`config.mk`:
```
export PLATFORM = sky130hd
export DESIGN_NAME = dgs_top
export DESIGN_NICKNAME = d
export VERILOG_FILES = /design/src/rtl/dgs_pkg.sv /design/src/rtl/dgs_ctl_regs.sv /design/src/rtl/dgs_sel_mux.sv /design/src/rtl/dgs_column.sv /design/src/rtl/dgs_top.sv
export SDC_FILE = /design/constraint.sdc
export NUM_CORES = 1
export LEC_CHECK = 0
export BUFFER_PORTS_ARGS = -buffer_cell sky130_fd_sc_hd__buf_2
export CORE_MARGIN = 2
export CORE_UTILIZATION = 36
export CTS_CLUSTER_DIAMETER = 200
export DETAILED_ROUTE_END_ITERATION = 16
export PLACE_DENSITY = 0.85
export SLEW_MARGIN = 10
export SYNTH_ARGS = -nofsm -noshare
export SYNTH_HDL_FRONTEND = slang
export SYNTH_HIERARCHICAL = 1
export SYNTH_SLANG_ARGS = --single-unit
export TNS_END_PERCENT = 10
```
`constraint.sdc`:
```
create_clock -name clk -period 1.8 [get_ports clk]
set_input_delay 0.09 -clock clk [delete_from_list [all_inputs] [get_ports clk]]
set_output_delay 0.09 -clock clk [all_outputs]
set_load 0.01 [all_outputs]
```
`src/rtl/dgs_pkg.sv`:
```
`timescale 1ns/1ps
package dgs_pkg;
  parameter int SEL_W  = 4;
  parameter int HALF_W = SEL_W / 2;

  typedef logic [SEL_W-1:0] sel_t;

  typedef struct packed {
    sel_t dsel;
    sel_t gsel;
  } sel_cfg_t;
endpackage

```
`src/rtl/dgs_ctl_regs.sv`:
```
`timescale 1ns/1ps
module dgs_ctl_regs
  import dgs_pkg::*;
(
  input  logic              clk,
  input  logic              rst,
  input  logic              wr_a,
  input  logic              wr_b,
  input  logic [SEL_W-1:0]  wdata,
  output sel_cfg_t          cfg
);
  sel_cfg_t cfg_q;

  always_ff @(posedge clk) begin
    if (rst) begin
      cfg_q <= '0;
    end else begin
      if (wr_a) begin
        cfg_q.dsel[HALF_W-1:0] <= wdata[HALF_W-1:0];
        cfg_q.gsel[HALF_W-1:0] <= wdata[SEL_W-1:HALF_W];
      end
      if (wr_b) begin
        cfg_q.dsel[SEL_W-1:HALF_W] <= wdata[HALF_W-1:0];
        cfg_q.gsel[SEL_W-1:HALF_W] <= wdata[SEL_W-1:HALF_W];
      end
    end
  end

  assign cfg = cfg_q;

  // fields hold when no strobe is present
  a_r6_hold: assert property (@(posedge clk) disable iff (rst)
    (!wr_a && !wr_b) |=> $stable(cfg_q));
  // strobe a lands in the low halves only
  a_r6_low_half: assert property (@(posedge clk) disable iff (rst)
    (wr_a && !wr_b) |=> (cfg_q.dsel[HALF_W-1:0] == $past(wdata[HALF_W-1:0])
                         && $stable(cfg_q.dsel[SEL_W-1:HALF_W])));
  // strobe b lands in the high halves only
  a_r6_high_half: assert property (@(posedge clk) disable iff (rst)
    (wr_b && !wr_a) |=> (cfg_q.gsel[SEL_W-1:HALF_W] == $past(wdata[SEL_W-1:HALF_W])
                         && $stable(cfg_q.gsel[HALF_W-1:0])));
endmodule

```
`src/rtl/dgs_sel_mux.sv`:
```
`timescale 1ns/1ps
module dgs_sel_mux #(
  parameter int N_IN    = 16,
  parameter int N_VALID = 12,
  parameter int SEL_W   = 4
) (
  input  logic [N_IN-1:0]  din,
  input  logic [SEL_W-1:0] sel,
  output logic             dout
);
  localparam int N_CODES = 1 << SEL_W;

  generate
    if (N_VALID >= N_CODES) begin : g_full
      assign dout = din[sel];
    end else begin : g_partial
      assign dout = (int'(sel) < N_VALID) ? din[sel] : 1'b0;
    end
  endgenerate
endmodule

```
`src/rtl/dgs_column.sv`:
```
`timescale 1ns/1ps
module dgs_column #(
  parameter bit LATE = 1'b0
) (
  input  logic       clk,
  input  logic       rst,
  input  logic       own,
  input  logic       nb,
  input  logic       en,
  input  logic       gate,
  input  logic [3:0] lut,
  output logic       out_q
);
  logic ge;
  logic res;

  assign ge = en ? gate : 1'b1;

  generate
    if (LATE) begin : g_late
      logic pre;
      assign pre = lut[{nb, own}];
      assign res = pre & ge;
      // enabled late column with the gate low is forced low
      a_r10_forced_low: assert property (@(posedge clk) disable iff (rst)
        (en && !gate) |=> !out_q);
    end else begin : g_early
      assign res = lut[{nb, own & ge}];
      // enabled early column with the gate low sees a zero own bit
      a_r9_own_zero: assert property (@(posedge clk) disable iff (rst)
        (en && !gate) |=> (out_q == $past(lut[{nb, 1'b0}])));
    end
  endgenerate

  always_ff @(posedge clk) begin
    if (rst) out_q <= 1'b0;
    else     out_q <= res;
  end

  // a disabled column ignores the gate
  a_r8_bypass: assert property (@(posedge clk) disable iff (rst)
    !en |=> (out_q == $past(lut[{nb, own}])));
endmodule

```
`src/rtl/dgs_top.sv`:
```
`timescale 1ns/1ps
module dgs_top
  import dgs_pkg::*;
#(
  parameter int          N_BLK     = 16,
  parameter int          N_DCLK    = 12,
  parameter int          N_COL     = 6,
  parameter int          RATE_W    = 2,
  parameter logic [5:0]  LATE_MASK = 6'b101010
) (
  input  logic                clk,
  input  logic                rst,
  input  logic                cfg_wr_a,
  input  logic                cfg_wr_b,
  input  logic [SEL_W-1:0]    cfg_wdata,
  input  logic [N_BLK-1:0]    blk_out,
  input  logic [RATE_W-1:0]   dec_rate,
  input  logic [N_COL-1:0]    cmp_in,
  input  logic [N_COL-1:0]    gate_en,
  input  logic [4*N_COL-1:0]  lut_cfg,
  output logic                dclk_out,
  output logic                gate_out,
  output logic [N_COL-1:0]    col_out
);
  localparam int LUT_W = 4;

  sel_cfg_t cfg;
  logic     dclk_raw;
  logic     gate_raw;
  logic     dclk_q;
  logic     gate_q;

  dgs_ctl_regs u_regs (
    .clk   (clk),
    .rst   (rst),
    .wr_a  (cfg_wr_a),
    .wr_b  (cfg_wr_b),
    .wdata (cfg_wdata),
    .cfg   (cfg)
  );

  dgs_sel_mux #(.N_IN(N_BLK), .N_VALID(N_DCLK), .SEL_W(SEL_W)) u_dmux (
    .din  (blk_out),
    .sel  (cfg.dsel),
    .dout (dclk_raw)
  );

  dgs_sel_mux #(.N_IN(N_BLK), .N_VALID(N_BLK), .SEL_W(SEL_W)) u_gmux (
    .din  (blk_out),
    .sel  (cfg.gsel),
    .dout (gate_raw)
  );

  always_ff @(posedge clk) begin
    if (rst) begin
      dclk_q <= 1'b0;
      gate_q <= 1'b0;
    end else begin
      dclk_q <= dclk_raw & (dec_rate == '0);
      gate_q <= gate_raw;
    end
  end

  assign dclk_out = dclk_q;
  assign gate_out = gate_q;

  genvar i;
  generate
    for (i = 0; i < N_COL; i++) begin : g_col
      dgs_column #(.LATE(LATE_MASK[i])) u_col (
        .clk   (clk),
        .rst   (rst),
        .own   (cmp_in[i]),
        .nb    (cmp_in[(i + 1) % N_COL]),
        .en    (gate_en[i]),
        .gate  (gate_raw),
        .lut   (lut_cfg[LUT_W*i +: LUT_W]),
        .out_q (col_out[i])
      );
    end
  endgenerate

  // outputs are cleared right after a reset cycle
  a_r1_reset_clear: assert property (@(posedge clk)
    rst |=> (!dclk_out && !gate_out && col_out == '0));
  // dead decimation codes give a low clock
  a_r3_dead_code: assert property (@(posedge clk) disable iff (rst)
    (int'(cfg.dsel) >= N_DCLK) |=> !dclk_out);
  // a programmed rate suppresses the external clock
  a_r4_rate_mute: assert property (@(posedge clk) disable iff (rst)
    (dec_rate != '0) |=> !dclk_out);
  // gate output follows the selected bus line one edge later
  a_r5_gate_route: assert property (@(posedge clk) disable iff (rst)
    1'b1 |=> (gate_out == $past(blk_out[cfg.gsel])));
endmodule

```
* After elaboration in Yosys (flattened, before gate mapping) *
Cells that the tools add are included.

cells by class
  bitwise operators = 7
  order comparisons = 9
  muxes and demuxes = 23
  reductions and logical operators = 1

operators by type and width
  kind                  count
  $lt A2 B3 Y1 const B  6
  $mux W1               15
  $bmux W1 S2           6
  $lt A4 B5 Y1 const B  2
  $bmux W1 S4           2
  $and A1 B1 Y1         7
  $lt A4 B4 Y1 const B  1
  $logic_not A2 Y1      1

storage, ports and cells
  flip-flop bits (word level) = 16
  word-level logic and storage cells = 52
  output and inout bits = 8
  input bits = 62

* Depth between registers and ports, before layout *
  depth in word-level cells = 6
  mapped depth = 6
  gate-level depth less buffers = 6

* Hierarchy *
Netlist, hierarchy kept.

modules (own cells, without submodules)
  module                            area each (µm²)  cells each  instances  sequential area each (µm²)
  dgs_ctl_regs                      284.0            27          1          160.2
  dgs_column at g_col[0].u_col ...  60.1             6           3          20.0
  dgs_column at g_col[1].u_col ...  57.6             4           3          20.0
  dgs_sel_mux at u_gmux             135.1            7           1          0.0
  dgs_sel_mux at u_dmux             131.4            16          1          0.0
  dgs_top                           61.3             4           1          40.0

* Worst setup path before layout *
Ideal clock, no wire load.

  path kind = reg2reg
  start = register u_regs.cfg_q, in the netlist u_regs/cfg[0]
  end = register g_col[0].u_col.out_q
  path slack = -0.022 ns
  data required time = 1.672 ns
  period minus slack after synthesis = 1.822 ns
  setup time = 0.128 ns
  path buffers = 0
  stages on the path, launching flop included = 7
  arrival time = 1.694 ns
  cells stage by stage = dfxtp_1 > mux4_1 > mux2i_1 > mux2i_1 > nand2b_1 > a221oi_1 > a311oi_1

on the way
  longest elaborated chain between the ends = 6

RTL lines
  what                           line                RTL
  start: declaration             dgs_ctl_regs.sv:12  sel_cfg_t cfg_q;
  $bmux W1 S4                    dgs_sel_mux.sv:15   assign dout = din[sel];
  $mux W1 (not written as such)  dgs_sel_mux.sv:15
  via gate_raw                   dgs_top.sv:29       logic gate_raw;
  $mux W1                        dgs_column.sv:17    assign ge = en ? gate : 1'b1;
  $and A1 B1 Y1                  dgs_column.sv:28    assign res = lut[{nb, own & ge}];
  $bmux W1 S2                    dgs_column.sv:28
  $mux W1 (not written as such)  dgs_column.sv:28
  end signal: assignment         dgs_column.sv:37    else out_q <= res;
  end: declaration               dgs_column.sv:12    output logic out_q

The timed path passes the listed nets, and every way through them passes these cells. The select of a mux whose other input is x is not followed.
A chain may end at the register's enable or synchronous reset.

* Worst setup path after layout *
  start = register u_regs.cfg_q, in the netlist u_regs/cfg[0]
  end = register g_col[2].u_col.out_q

on the way
  longest elaborated chain between the ends = 6

RTL lines
  what                           line
  $bmux W1 S4                    dgs_sel_mux.sv:15
  $mux W1 (not written as such)  dgs_sel_mux.sv:15
  via gate_raw                   dgs_top.sv:29
  $mux W1                        dgs_column.sv:17
  $and A1 B1 Y1                  dgs_column.sv:28
  $bmux W1 S2                    dgs_column.sv:28
  $mux W1 (not written as such)  dgs_column.sv:28
  end signal: assignment         dgs_column.sv:37
  end: declaration               dgs_column.sv:12

The timed path passes the listed nets, and every way through them passes these cells. The select of a mux whose other input is x is not followed.

==> impl_results.md <==
* Vias after detailed routing at 1005
* PnR Total Power at 0.925 mW
* Hold slack at 0.0457 ns
* Worst hold start: cmp_in[0]
* Peak Freq at 0.546 GHz
* Crit path launch: u_regs/cfg[0]$_SDFFE_PP0P_
* Worst setup EP type: register
* Reg2reg start: u_regs/cfg[0]$_SDFFE_PP0P_
* Switching power at 0.250 mW
* Post-Synthesis Mean Instance Area at 11.5 µm²
* Pwr per Cell Area at 634 mW/mm²
* Die area at 0.00311 mm²
* RSZ-0062 raised after global routing: yes
* CTS tree: yes
* Netlist Area Pre-Place at 965 µm²
* Logic pwr share at 0.310
* Area Growth Syn to Fin at 51.4%
* Final worst slack at -0.0322 ns
* Share of cells above drive strength 1 at 0.600
* Peak supply drop at 491 µV
* Cell row count at 18
* Die Width at 55.8 µm
* Final Cycle Share at 1.02
* DRC Markers at 0
* WL/cell at 15.3 µm
* Worst relative slew slack at 0.783
* Grt total ovfl at 0
* Post-Synthesis Cells at 84
* Crit path kind: reg -> reg
* Commonest non-fill, non-tap cell in the layout: buf_2
* Clock group share of total power at 0.254
* Netlist cell types at 20
* Reg2Reg Setup Slack at -0.03 ns
* Failing checks: negative setup slack
* Worst skew pair latency at 0.29 ns
* Core Util, Final at 0.584
* Clock transition at the registers of the reported paths at 0.09 ns
* Worst path arrival time at 2.00 ns
* Yosys reg bits at 16
* CP max FO at 5
* Sw frac at 0.270
* Syn_nets at 146
* Final Skew at 0.00624 ns
* Floorplan core area at 0.00250 mm²
* Root buf cell: clkbuf_4
* Minimum clock period at 1.83 ns
* DR iter-0 viols at 8
* Seq pwr share at 0.435
* Final hold vios at 0
* Number of global-route vias before repair at 972
* Worst Max-Slew Pin Slew at 0.325 ns
* Internal power at 0.675 mW
* Max_cap viols at 0
* Fin Setup TNS at -0.0541 ns
* Chip height at 55.8 µm
* CTS Buf Count at 3
* Ys Warns at 6
* Seq/Total Area, Yosys at 0.332
* Starting Density at 0.386
* Final Slew Violations at 0
* Min-delay worst type: in -> reg
* Largest net degree at the start of global routing at 17
* Commonest non-fill, non-tap cells in the layout: 69 x buf_2, 17 x mux2i_1, 15 x dfxtp_1, 9 x nor2_1, 7 x mux4_2
* H-tree levels at 1
* Status: finished, violations left
* Worst Setup Start Kind: register
* Routed WL at 2830 µm
* Global-route wire length before repair at 4450 µm
* I/O pins at 70
* Dpl ws at -0.199 ns
* Number of detailed-route iterations in the first pass at 4
* I/O Buffers at 69
* Vias per inst at 5.43
* ANT cells at 0
* Layout Nets at 218
* Final setup vio count at 2
* TritonCTS Sinks at 16
* CP required at 1.97 ns
* HPWL after DPL at 2280 µm
* P_leak at 0.700 nW
* Initial antenna violation count at 0
* CTS max path bufs at 2
* GPL Wtd Cong at 0.914
* GRT Overall Usage at 0.182
* Post-CTS setup buffer count at 0
* Antenna-violating nets left at 0
==> sequential cells by signal (all words and copies together) (netlist names) <==
name	flops
dclk_out	1
g_col.u_col/out_q	6
gate_out	1
u_regs/cfg	8
==> kinds of logic (layout without fill, tap and decap cells) <==
kind of cell,Yosys count,in the layout,synth area share
compound gates,10,10,0.0908
buf+inv,5,76,0.0272
flops,16,16,0.332
mux,27,27,0.387
simple gates,26,26,0.163
==> through the flow <==
stage | cells | instance area, µm²
global route | 185 | 1460
detailed placement | 179 | 1330
global placement | 179 | 1330
CTS | 185 | 1430
finish | 185 | 1460
floorplan | 84 | 966
==> cell type report <==
class / count / area, µm²
Timing Repair Buffer: 72 / 373
Clock buffer: 4 / 36.3
Sequential cell: 16 / 324
Multi-Input combinational cell: 63 / 689
Fill cell: 221 / 1040
Tap cell: 30 / 37.5
==> critical path, stage by stage (launching register included) <==
cell and delay, ns:
dfxtp_4 0.40, mux4_2 0.54, mux2i_4 0.19, mux2i_4 0.12, nand2b_4 0.16, a221oi_2 0.22, a311oi_1 0.07
==> cell usage after synthesis <==
library cell | count | share of area
a221oi_1 | 3 | 0.027
a311oi_1 | 3 | 0.027
a32oi_1 | 2 | 0.018
and2b_1 | 1 | 0.0078
and3b_1 | 3 | 0.027
buf_1 | 1 | 0.0039
buf_4 | 1 | 0.0078
clkbuf_2 | 3 | 0.016
dfxtp_1 | 16 | 0.33
mux2i_1 | 20 | 0.21
mux4_1 | 4 | 0.11
mux4_2 | 3 | 0.070
nand2b_1 | 6 | 0.039
nor2_1 | 9 | 0.035
nor2b_1 | 4 | 0.026
nor3_1 | 1 | 0.0052
nor3b_1 | 1 | 0.0078
nor4b_2 | 1 | 0.016
o211a_1 | 1 | 0.010
o31ai_1 | 1 | 0.0078
==> power by group through the flow <==
stage               Combinational [mW]  Sequential, mW  Clock [mW]
finish                           0.287           0.403       0.235
global route                     0.309           0.407       0.253
CTS                              0.267           0.402       0.238
detailed placement               0.235           0.410           0
global placement                 0.227           0.408           0
floorplan                        0.118           0.410           0
==> layer usage <==
| layer | global-route usage | vias to the layer above | wire length (µm) |
|---|---|---|---|
| li1 | - | 467 | - |
| met1 | 0.220 | 462 | 1130 |
| met2 | 0.311 | 72 | 1370 |
| met3 | 0.0558 | 4 | 308 |
| met4 | 0.0523 | 0 | 30 |
| met5 | 0 | - | 0 |
==> worst paths after layout <==
kind,cells past startpoint,to
worst min register to register,2,u_regs/cfg[0]$_SDFFE_PP0P_
worst max-delay path,6,g_col[2].u_col/out_q$_SDFF_PP0_
worst min-delay path,2,g_col[0].u_col/out_q$_SDFF_PP0_
worst max register to register,6,g_col[2].u_col/out_q$_SDFF_PP0_
==> repair_timing <==
item                       4_1_cts  5_1_grt
setup endpoints to repair        5        5
hold endpoints to repair         1        0
cloned                           0        0
hold buffers                     2        0
pin swaps                        8        0
gates resized for setup         13        5
Note: power is estimated with default switching activity, not from simulation.
